==> config.mk <==
export PLATFORM = sky130hd
export DESIGN_NAME = keyless_entry_ctrl
export DESIGN_NICKNAME = d
export VERILOG_FILES = /design/src/rtl/kle_pkg.sv /design/src/rtl/kle_down_timer.sv /design/src/rtl/kle_btn_edge.sv /design/src/rtl/kle_id_match.sv /design/src/rtl/keyless_entry_ctrl.sv
export SDC_FILE = /design/constraint.sdc
export NUM_CORES = 1
export LEC_CHECK = 0
export BUFFER_PORTS_ARGS = -buffer_cell sky130_fd_sc_hd__buf_2
export CAP_MARGIN = 10
export CORE_ASPECT_RATIO = 0.5
export CORE_MARGIN = 1
export CORE_UTILIZATION = 55
export CTS_BUF_LIST = sky130_fd_sc_hd__clkbuf_8
export CTS_CLUSTER_SIZE = 10
export DETAILED_ROUTE_END_ITERATION = 12
export HOLD_SLACK_MARGIN = 0.06
export PLACE_DENSITY = 0.86
export SYNTH_ARGS = -nofsm -noshare
export SYNTH_HDL_FRONTEND = slang
export SYNTH_SLANG_ARGS = --single-unit
==> constraint.sdc <==
create_clock -name clk -period 2.7 [get_ports clk]
set_input_delay 0.27 -clock clk [delete_from_list [all_inputs] [get_ports clk]]
set_output_delay 0.27 -clock clk [all_outputs]
set_load 0.02 [all_outputs]
==> src/rtl/kle_pkg.sv <==
// Shared types of the hands-free door unlock controller.
// Assumes: nothing beyond a single clock domain for all users.
package kle_pkg;

    // Controller states: awake idle, asleep, waiting on the card, doors open
    typedef enum logic [1:0] {
        ST_IDLE  = 2'd0,
        ST_SLEEP = 2'd1,
        ST_REQ   = 2'd2,
        ST_OPEN  = 2'd3
    } kle_state_t;

endpackage

==> src/rtl/kle_down_timer.sv <==
// Reloadable down-counter used for every window of the controller.
// While 'load' is high the count is held at LIMIT-1; while 'run' is high it
// counts down, and 'done' flags the last cycle of a LIMIT-cycle run.
// Assumes: load and run are never high together; LIMIT >= 1.
module kle_down_timer #(
    parameter int unsigned LIMIT = 8
) (
    input  logic clk,
    input  logic rst_n,
    input  logic load,
    input  logic run,
    output logic done
);
    localparam int unsigned W = (LIMIT > 1) ? $clog2(LIMIT) : 1;
    localparam logic [W-1:0] TOP = W'(LIMIT - 1);

    logic [W-1:0] cnt;

    // Count register: reload on reset or load, otherwise step down while running
    always_ff @(posedge clk) begin
        if (!rst_n || load) begin
            cnt <= TOP;
        end else if (run && (cnt != '0)) begin
            cnt <= cnt - W'(1);
        end
    end

    // Last cycle of the window
    assign done = run && (cnt == '0);

endmodule

==> src/rtl/kle_btn_edge.sv <==
// Synchronizes the asynchronous handle button and emits a one-cycle strobe
// per rising edge, so a held button counts as a single press.
// Assumes: a press lasts at least one clock period; no debounce is needed.
module kle_btn_edge #(
    parameter int unsigned STAGES = 2
) (
    input  logic clk,
    input  logic rst_n,
    input  logic btn_async,
    output logic press
);
    logic [STAGES:0] sh;

    // Synchronizer chain plus one history stage for edge detection
    always_ff @(posedge clk) begin
        if (!rst_n) begin
            sh <= '0;
        end else begin
            sh <= {sh[STAGES-1:0], btn_async};
        end
    end

    // Rising edge of the synchronized level
    assign press = sh[STAGES-1] & ~sh[STAGES];

endmodule

==> src/rtl/kle_id_match.sv <==
// Holds the enrolled card ID and compares it with a received ID word.
// Assumes: a write becomes visible to the comparator in the following cycle.
module kle_id_match #(
    parameter int unsigned ID_W = 32
) (
    input  logic            clk,
    input  logic            rst_n,
    input  logic            wr_en,
    input  logic [ID_W-1:0] wr_data,
    input  logic [ID_W-1:0] cand,
    output logic            equal
);
    logic [ID_W-1:0] stored;

    // Stored ID register with its write port
    always_ff @(posedge clk) begin
        if (!rst_n) begin
            stored <= '0;
        end else if (wr_en) begin
            stored <= wr_data;
        end
    end

    // Full-width equality
    assign equal = (stored == cand);

endmodule

==> src/rtl/keyless_entry_ctrl.sv <==
// Hands-free door unlock controller: inactivity sleep, two-press wake,
// and a card ID request/compare handshake that drives the unlock level.
// Assumes: hand_near, rx_id_vld and lock_cmd are synchronous to clk;
// handle_btn may be asynchronous. All durations are counted in clk cycles.
module keyless_entry_ctrl
    import kle_pkg::*;
#(
    parameter int unsigned ID_W         = 32,
    parameter int unsigned SLEEP_CYCLES = 259_200_000,
    parameter int unsigned WAKE_CYCLES  = 1_000,
    parameter int unsigned RESP_CYCLES  = 50,
    parameter int unsigned SYNC_STAGES  = 2
) (
    input  logic            clk,
    input  logic            rst_n,
    input  logic            hand_near,
    input  logic            handle_btn,
    input  logic [ID_W-1:0] rx_id,
    input  logic            rx_id_vld,
    input  logic            id_wr_en,
    input  logic [ID_W-1:0] id_wr_data,
    input  logic            lock_cmd,
    output logic            card_req,
    output logic            sys_active,
    output logic            door_unlock
);
    kle_state_t state;
    logic       armed;
    logic       press;
    logic       id_equal;
    logic       sleep_done;
    logic       win_done;
    logic       resp_done;
    logic       in_idle;
    logic       win_run;
    logic       in_req;

    assign in_idle = (state == ST_IDLE);
    assign in_req  = (state == ST_REQ);
    assign win_run = (state == ST_SLEEP) && armed;

    kle_btn_edge #(.STAGES(SYNC_STAGES)) i_btn (
        .clk       (clk),
        .rst_n     (rst_n),
        .btn_async (handle_btn),
        .press     (press)
    );

    kle_id_match #(.ID_W(ID_W)) i_id (
        .clk     (clk),
        .rst_n   (rst_n),
        .wr_en   (id_wr_en),
        .wr_data (id_wr_data),
        .cand    (rx_id),
        .equal   (id_equal)
    );

    kle_down_timer #(.LIMIT(SLEEP_CYCLES)) i_sleep_tmr (
        .clk   (clk),
        .rst_n (rst_n),
        .load  (!in_idle),
        .run   (in_idle),
        .done  (sleep_done)
    );

    kle_down_timer #(.LIMIT(WAKE_CYCLES)) i_wake_tmr (
        .clk   (clk),
        .rst_n (rst_n),
        .load  (!win_run),
        .run   (win_run),
        .done  (win_done)
    );

    kle_down_timer #(.LIMIT(RESP_CYCLES)) i_resp_tmr (
        .clk   (clk),
        .rst_n (rst_n),
        .load  (!in_req),
        .run   (in_req),
        .done  (resp_done)
    );

    // Main sequencer: state transitions and the wake-window arm flag
    always_ff @(posedge clk) begin
        if (!rst_n) begin
            state <= ST_IDLE;
            armed <= 1'b0;
        end else begin
            case (state)
                ST_IDLE: begin
                    armed <= 1'b0;
                    if (hand_near) begin
                        state <= ST_REQ;
                    end else if (sleep_done) begin
                        state <= ST_SLEEP;
                    end
                end
                ST_SLEEP: begin
                    if (press) begin
                        if (armed) begin
                            state <= ST_IDLE;
                            armed <= 1'b0;
                        end else begin
                            armed <= 1'b1;
                        end
                    end else if (win_done) begin
                        armed <= 1'b0;
                    end
                end
                ST_REQ: begin
                    if (rx_id_vld) begin
                        state <= id_equal ? ST_OPEN : ST_IDLE;
                    end else if (resp_done) begin
                        state <= ST_IDLE;
                    end
                end
                ST_OPEN: begin
                    if (lock_cmd) begin
                        state <= ST_IDLE;
                    end
                end
                default: begin
                    state <= ST_IDLE;
                    armed <= 1'b0;
                end
            endcase
        end
    end

    // Output decode straight from the state register
    assign card_req    = in_req;
    assign sys_active  = (state != ST_SLEEP);
    assign door_unlock = (state == ST_OPEN);

endmodule

==> run_summary.xml <==
<?xml version="1.0" encoding="UTF-8"?>
<metrics>
  <group name="placement">
    <metric name="dpl.cell_count" unit="">586</metric>
    <metric name="place.gp.congestion" unit="">0.922</metric>
    <metric name="hpwl" unit="um">5800</metric>
    <metric name="placement.io_buffers" unit="">73</metric>
    <metric name="dp_slack" unit="ns">0.472</metric>
  </group>
  <group name="timing">
    <metric name="post-route-period-util" unit="%">82.7</metric>
    <metric name="worst_slew_pin_slew" unit="ns">0.930</metric>
    <metric name="final.setup.tns" unit="ns">0</metric>
    <metric name="fin_worst_skew" unit="ns">0.00658</metric>
    <metric name="unrepaired_setup_endpoints_after_global_routing" unit="">false</metric>
    <metric name="slew_viol_final" unit="">0</metric>
    <metric name="timing.slew.headroom" unit="%">38.0</metric>
    <metric name="finalWorstSetupSlack" unit="ns">0.468</metric>
    <metric name="finalWorstPathRequiredPeriod" unit="ns">2.23</metric>
    <metric name="fmax" unit="MHz">448</metric>
    <metric name="timing.final.hold_violations" unit="">0</metric>
    <metric name="finalSetupViolations" unit="">0</metric>
  </group>
  <group name="job">
    <metric name="cap_viol_max_count" unit="">0</metric>
  </group>
  <group name="routing">
    <metric name="drt_pre_antenna_iters" unit="">4</metric>
    <metric name="via_per_inst" unit="">5.28</metric>
    <metric name="dr_total_vias" unit="">3180</metric>
    <metric name="detail_route.drc_violations" unit="">0</metric>
    <metric name="detail-route-antenna-nets" unit="">0</metric>
    <metric name="post_drt_wl_per_cell" unit="um">13.4</metric>
    <metric name="drt_iter0_markers" unit="">161</metric>
    <metric name="finalWirelength" unit="um">8070</metric>
  </group>
  <group name="critical_path">
    <metric name="worstReg2RegStart" unit="">i_sleep_tmr.cnt[7]</metric>
    <metric name="worstSetupPathDepth" unit="">7</metric>
    <metric name="reg2reg_depth" unit="">7</metric>
    <metric name="setup.reg_to_reg.worst_slack" unit="ns">0.47</metric>
    <metric name="worst-setup-path-type" unit="">flip-flop to flip-flop</metric>
    <metric name="critical-path-slowest-cell" unit="">sky130_fd_sc_hd__or4_4</metric>
    <metric name="setup.worst_path.end" unit="">i_sleep_tmr.cnt[3]</metric>
    <metric name="timing.critical_path.arrival" unit="ns">2.48</metric>
    <metric name="worstPathBufferInverterCount" unit="">1</metric>
    <metric name="end_kind" unit="">flip-flop</metric>
    <metric name="startpoint_type" unit="">flip-flop</metric>
    <metric name="reg2reg_to" unit="">i_sleep_tmr.cnt[3]</metric>
    <metric name="slowest_delay" unit="ns">0.55</metric>
    <metric name="crit_path_cell_trace" unit="">or4_4, nor4_4, and4_1, buf_4, or3_1, xor2_1, nand2_1</metric>
    <metric name="worstSetupStartpoint" unit="">i_sleep_tmr.cnt[7]</metric>
    <metric name="worstPathMaxFanout" unit="">13</metric>
    <metric name="critical-path-top-delay-family" unit="">simple AND/OR/NAND/NOR gates</metric>
    <metric name="crit_path_required_time" unit="ns">2.95</metric>
  </group>
  <group name="logic_synthesis">
    <metric name="post_synth_num_cell_types" unit="">40</metric>
    <metric name="synth-main-ff-cell" unit="">sky130_fd_sc_hd__dfxtp_1</metric>
    <metric name="syn-num-nets" unit="">510</metric>
    <metric name="synthesis_warning_total" unit="">0</metric>
    <metric name="synth_area_per_cell" unit="um^2">9.16</metric>
    <metric name="cell_area_after_technology_mapping" unit="mm^2">0.00397</metric>
    <metric name="synth_enable_flop_cells" unit="">0</metric>
    <metric name="postSynthRegisterBits" unit="">82</metric>
    <metric name="synth_cells" unit="">433</metric>
    <metric name="synth_async_sr_flop_share" unit="%">0</metric>
    <metric name="share_of_the_yosys_chip_area_belonging_to_registers" unit="%">41.4</metric>
  </group>
  <group name="clocking">
    <metric name="max-clock-path-buffers" unit="">2</metric>
    <metric name="cts.clk_slew.worst_paths" unit="ns">0.08</metric>
    <metric name="cts_made_buffers" unit="">9</metric>
    <metric name="cts.sink_count" unit="">82</metric>
    <metric name="post_cts.repair.setup_buffers" unit="">0</metric>
    <metric name="h-tree-depth" unit="">3</metric>
    <metric name="tritoncts" unit="">done</metric>
    <metric name="cts_hold_repair.buffers" unit="">0</metric>
    <metric name="cts-root-buf" unit="">sky130_fd_sc_hd__clkbuf_8</metric>
    <metric name="cts.repair.resized" unit="">0</metric>
    <metric name="insertion_delay" unit="ns">0.37</metric>
  </group>
  <group name="global_route">
    <metric name="track_usage" unit="%">22.5</metric>
    <metric name="final_global_route_overflow_total" unit="">0</metric>
    <metric name="grt_pass1_vias" unit="">2844</metric>
    <metric name="grt_start_max_net_pins" unit="">33</metric>
    <metric name="antenna_violations_before_repair" unit="">0</metric>
    <metric name="grt_pass1_wl" unit="um">12800</metric>
  </group>
  <group name="floorplan">
    <metric name="die_outline_width" unit="um">122</metric>
    <metric name="design.die.area" unit="mm^2">0.00758</metric>
    <metric name="placeableCoreArea" unit="mm^2">0.00683</metric>
    <metric name="initial_util" unit="%">58.1</metric>
    <metric name="die_height" unit="um">62.1</metric>
    <metric name="row_count" unit="">21</metric>
    <metric name="top_level_ports" unit="">74</metric>
  </group>
  <group name="power_and_ir_drop">
    <metric name="cellLeakagePower" unit="nW">1.90</metric>
    <metric name="worst_vdd_ir" unit="V">0.000412</metric>
    <metric name="power.density" unit="mW/mm^2">553</metric>
  </group>
  <group name="final_layout">
    <metric name="final_cell_count_no_fill" unit="">602</metric>
    <metric name="most_frequent_standard_cell_in_the_layout_excluding_fill_and_tap_cells" unit="">sky130_fd_sc_hd__dfxtp_1</metric>
    <metric name="synthToLayoutAreaGrowth" unit="%">17.3</metric>
    <metric name="fill_cells" unit="">544</metric>
    <metric name="num-nets-final" unit="">582</metric>
    <metric name="multiInputGateArea" unit="mm^2">0.00223</metric>
    <metric name="drive_gt1_share" unit="%">20.2</metric>
    <metric name="diodes" unit="">0</metric>
    <metric name="register_area" unit="mm^2">0.00164</metric>
    <metric name="final_cell_mix" unit="">sky130_fd_sc_hd__dfxtp_1 (82), sky130_fd_sc_hd__buf_2 (73), sky130_fd_sc_hd__xor2_1 (50), sky130_fd_sc_hd__nand2_1 (42), sky130_fd_sc_hd__nor2b_1 (36)</metric>
  </group>
  <group name="outcome">
    <metric name="run_status" unit="">finished, final reports clean</metric>
  </group>
  <group name="min_path">
    <metric name="hold_path.class" unit="">primary input to flip-flop</metric>
  </group>
</metrics>
## worst min-delay path by stage
stage               slack [ns]     endpoint  cells after the start        start
finish                    0.10  i_btn.sh[0]                      2   handle_btn
global route              0.10  i_btn.sh[0]                      2   handle_btn
detailed placement        0.43  i_btn.sh[1]                      1  i_btn.sh[0]
CTS                       0.09  i_btn.sh[0]                      2   handle_btn
global placement          0.42  i_btn.sh[1]                      1  i_btn.sh[0]
floorplan                 0.40  i_btn.sh[0]                      1   handle_btn
## logic make-up after synthesis
| group | Yosys count | synth area share [%] |
|---|---|---|
| muxes | 33 | 8.36 |
| xor gates and xnor gates | 66 | 14.6 |
| adders and majority gates | 6 | 1.89 |
| DFF | 82 | 41.4 |
| AOI/OAI and AO/OA | 24 | 3.72 |
| and+or+nand+nor | 197 | 27.6 |
| buffers and inverters | 25 | 2.52 |
## final cells by class
| class | count | area share [%] |
|---|---|---|
| inverter | 7 | 0.565 |
| multi-input combinational | 326 | 47.8 |
| timing repair buffer | 79 | 8.82 |
| clock buffer | 9 | 2.66 |
| clock inverter | 7 | 2.34 |
| tap | 92 | 2.47 |
| sequential | 82 | 35.3 |
## per-stage QoR
stage / util [%] / instance area, um^2 / power [mW] / hold slack, ns
2_1_floorplan: - / 3970 / 1.46 / 0.397
3_3_place_gp: 64.7 / 4420 / 1.55 / 0.418
3_5_place_dp: 64.7 / 4420 / 1.55 / 0.426
4_1_cts: 68.1 / 4650 / 2.59 / 0.0867
5_1_grt: 68.1 / 4650 / 2.68 / 0.102
6_report: 68.1 / 4650 / 2.57 / 0.102
## Yosys cell counts, types with 3 or more instances
cell type	instances	area, um^2
sky130_fd_sc_hd__nor2b_1	36	225
sky130_fd_sc_hd__dfxtp_1	82	1640
sky130_fd_sc_hd__nor2_1	26	97.6
sky130_fd_sc_hd__and3_1	3	18.8
sky130_fd_sc_hd__clkbuf_1	15	56.3
sky130_fd_sc_hd__ha_1	6	75.1
sky130_fd_sc_hd__nand3_1	14	70.1
sky130_fd_sc_hd__nand4b_1	4	35.0
sky130_fd_sc_hd__nor4_1	14	87.6
sky130_fd_sc_hd__a211oi_1	3	22.5
sky130_fd_sc_hd__inv_1	7	26.3
sky130_fd_sc_hd__mux2i_1	32	320
sky130_fd_sc_hd__a21oi_1	5	25.0
sky130_fd_sc_hd__or4_1	4	30.0
sky130_fd_sc_hd__and2_1	10	62.6
sky130_fd_sc_hd__nor3_2	3	30.0
sky130_fd_sc_hd__nor3_1	14	70.1
sky130_fd_sc_hd__xnor2_1	16	140
sky130_fd_sc_hd__xor2_1	50	438
sky130_fd_sc_hd__nand4_1	7	43.8
sky130_fd_sc_hd__or3_1	8	50.1
sky130_fd_sc_hd__o21ai_0	8	40.0
sky130_fd_sc_hd__nand2_1	42	158
## power breakdown
| group | switching [mW] | total, mW | internal (mW) |
|---|---|---|---|
| sequential | 0.0305 | 1.28 | 1.25 |
| clock | 0.439 | 1.05 | 0.606 |
| combinational | 0.123 | 0.248 | 0.125 |
| total | 0.593 | 2.57 | 1.98 |
## state kept, by name, indices dropped and copies added, names as in the netlist
name             count
armed                1
i_resp_tmr.cnt       6
i_wake_tmr.cnt      10
i_btn.sh             3
i_id.stored         32
i_sleep_tmr.cnt     28
state                2
## per-layer routing
layer  up-vias  wire length, um  GRT usage (%)
li1       1625                -              -
met1      1465             3580           26.3
met2        79             3830           38.2
met3        11              548           9.31
met4         0              105           8.36
met5         -                0              0
## worst register-to-register path, cell delays in order (launching register included)
cell and delay, ns:
sky130_fd_sc_hd__dfxtp_1 0.35, sky130_fd_sc_hd__or4_4 0.55, sky130_fd_sc_hd__nor4_4 0.23, sky130_fd_sc_hd__and4_1 0.41, sky130_fd_sc_hd__buf_4 0.24, sky130_fd_sc_hd__or3_1 0.13
sky130_fd_sc_hd__xor2_1 0.14, sky130_fd_sc_hd__nand2_1 0.06
Note: power is estimated with default switching activity, not from simulation.
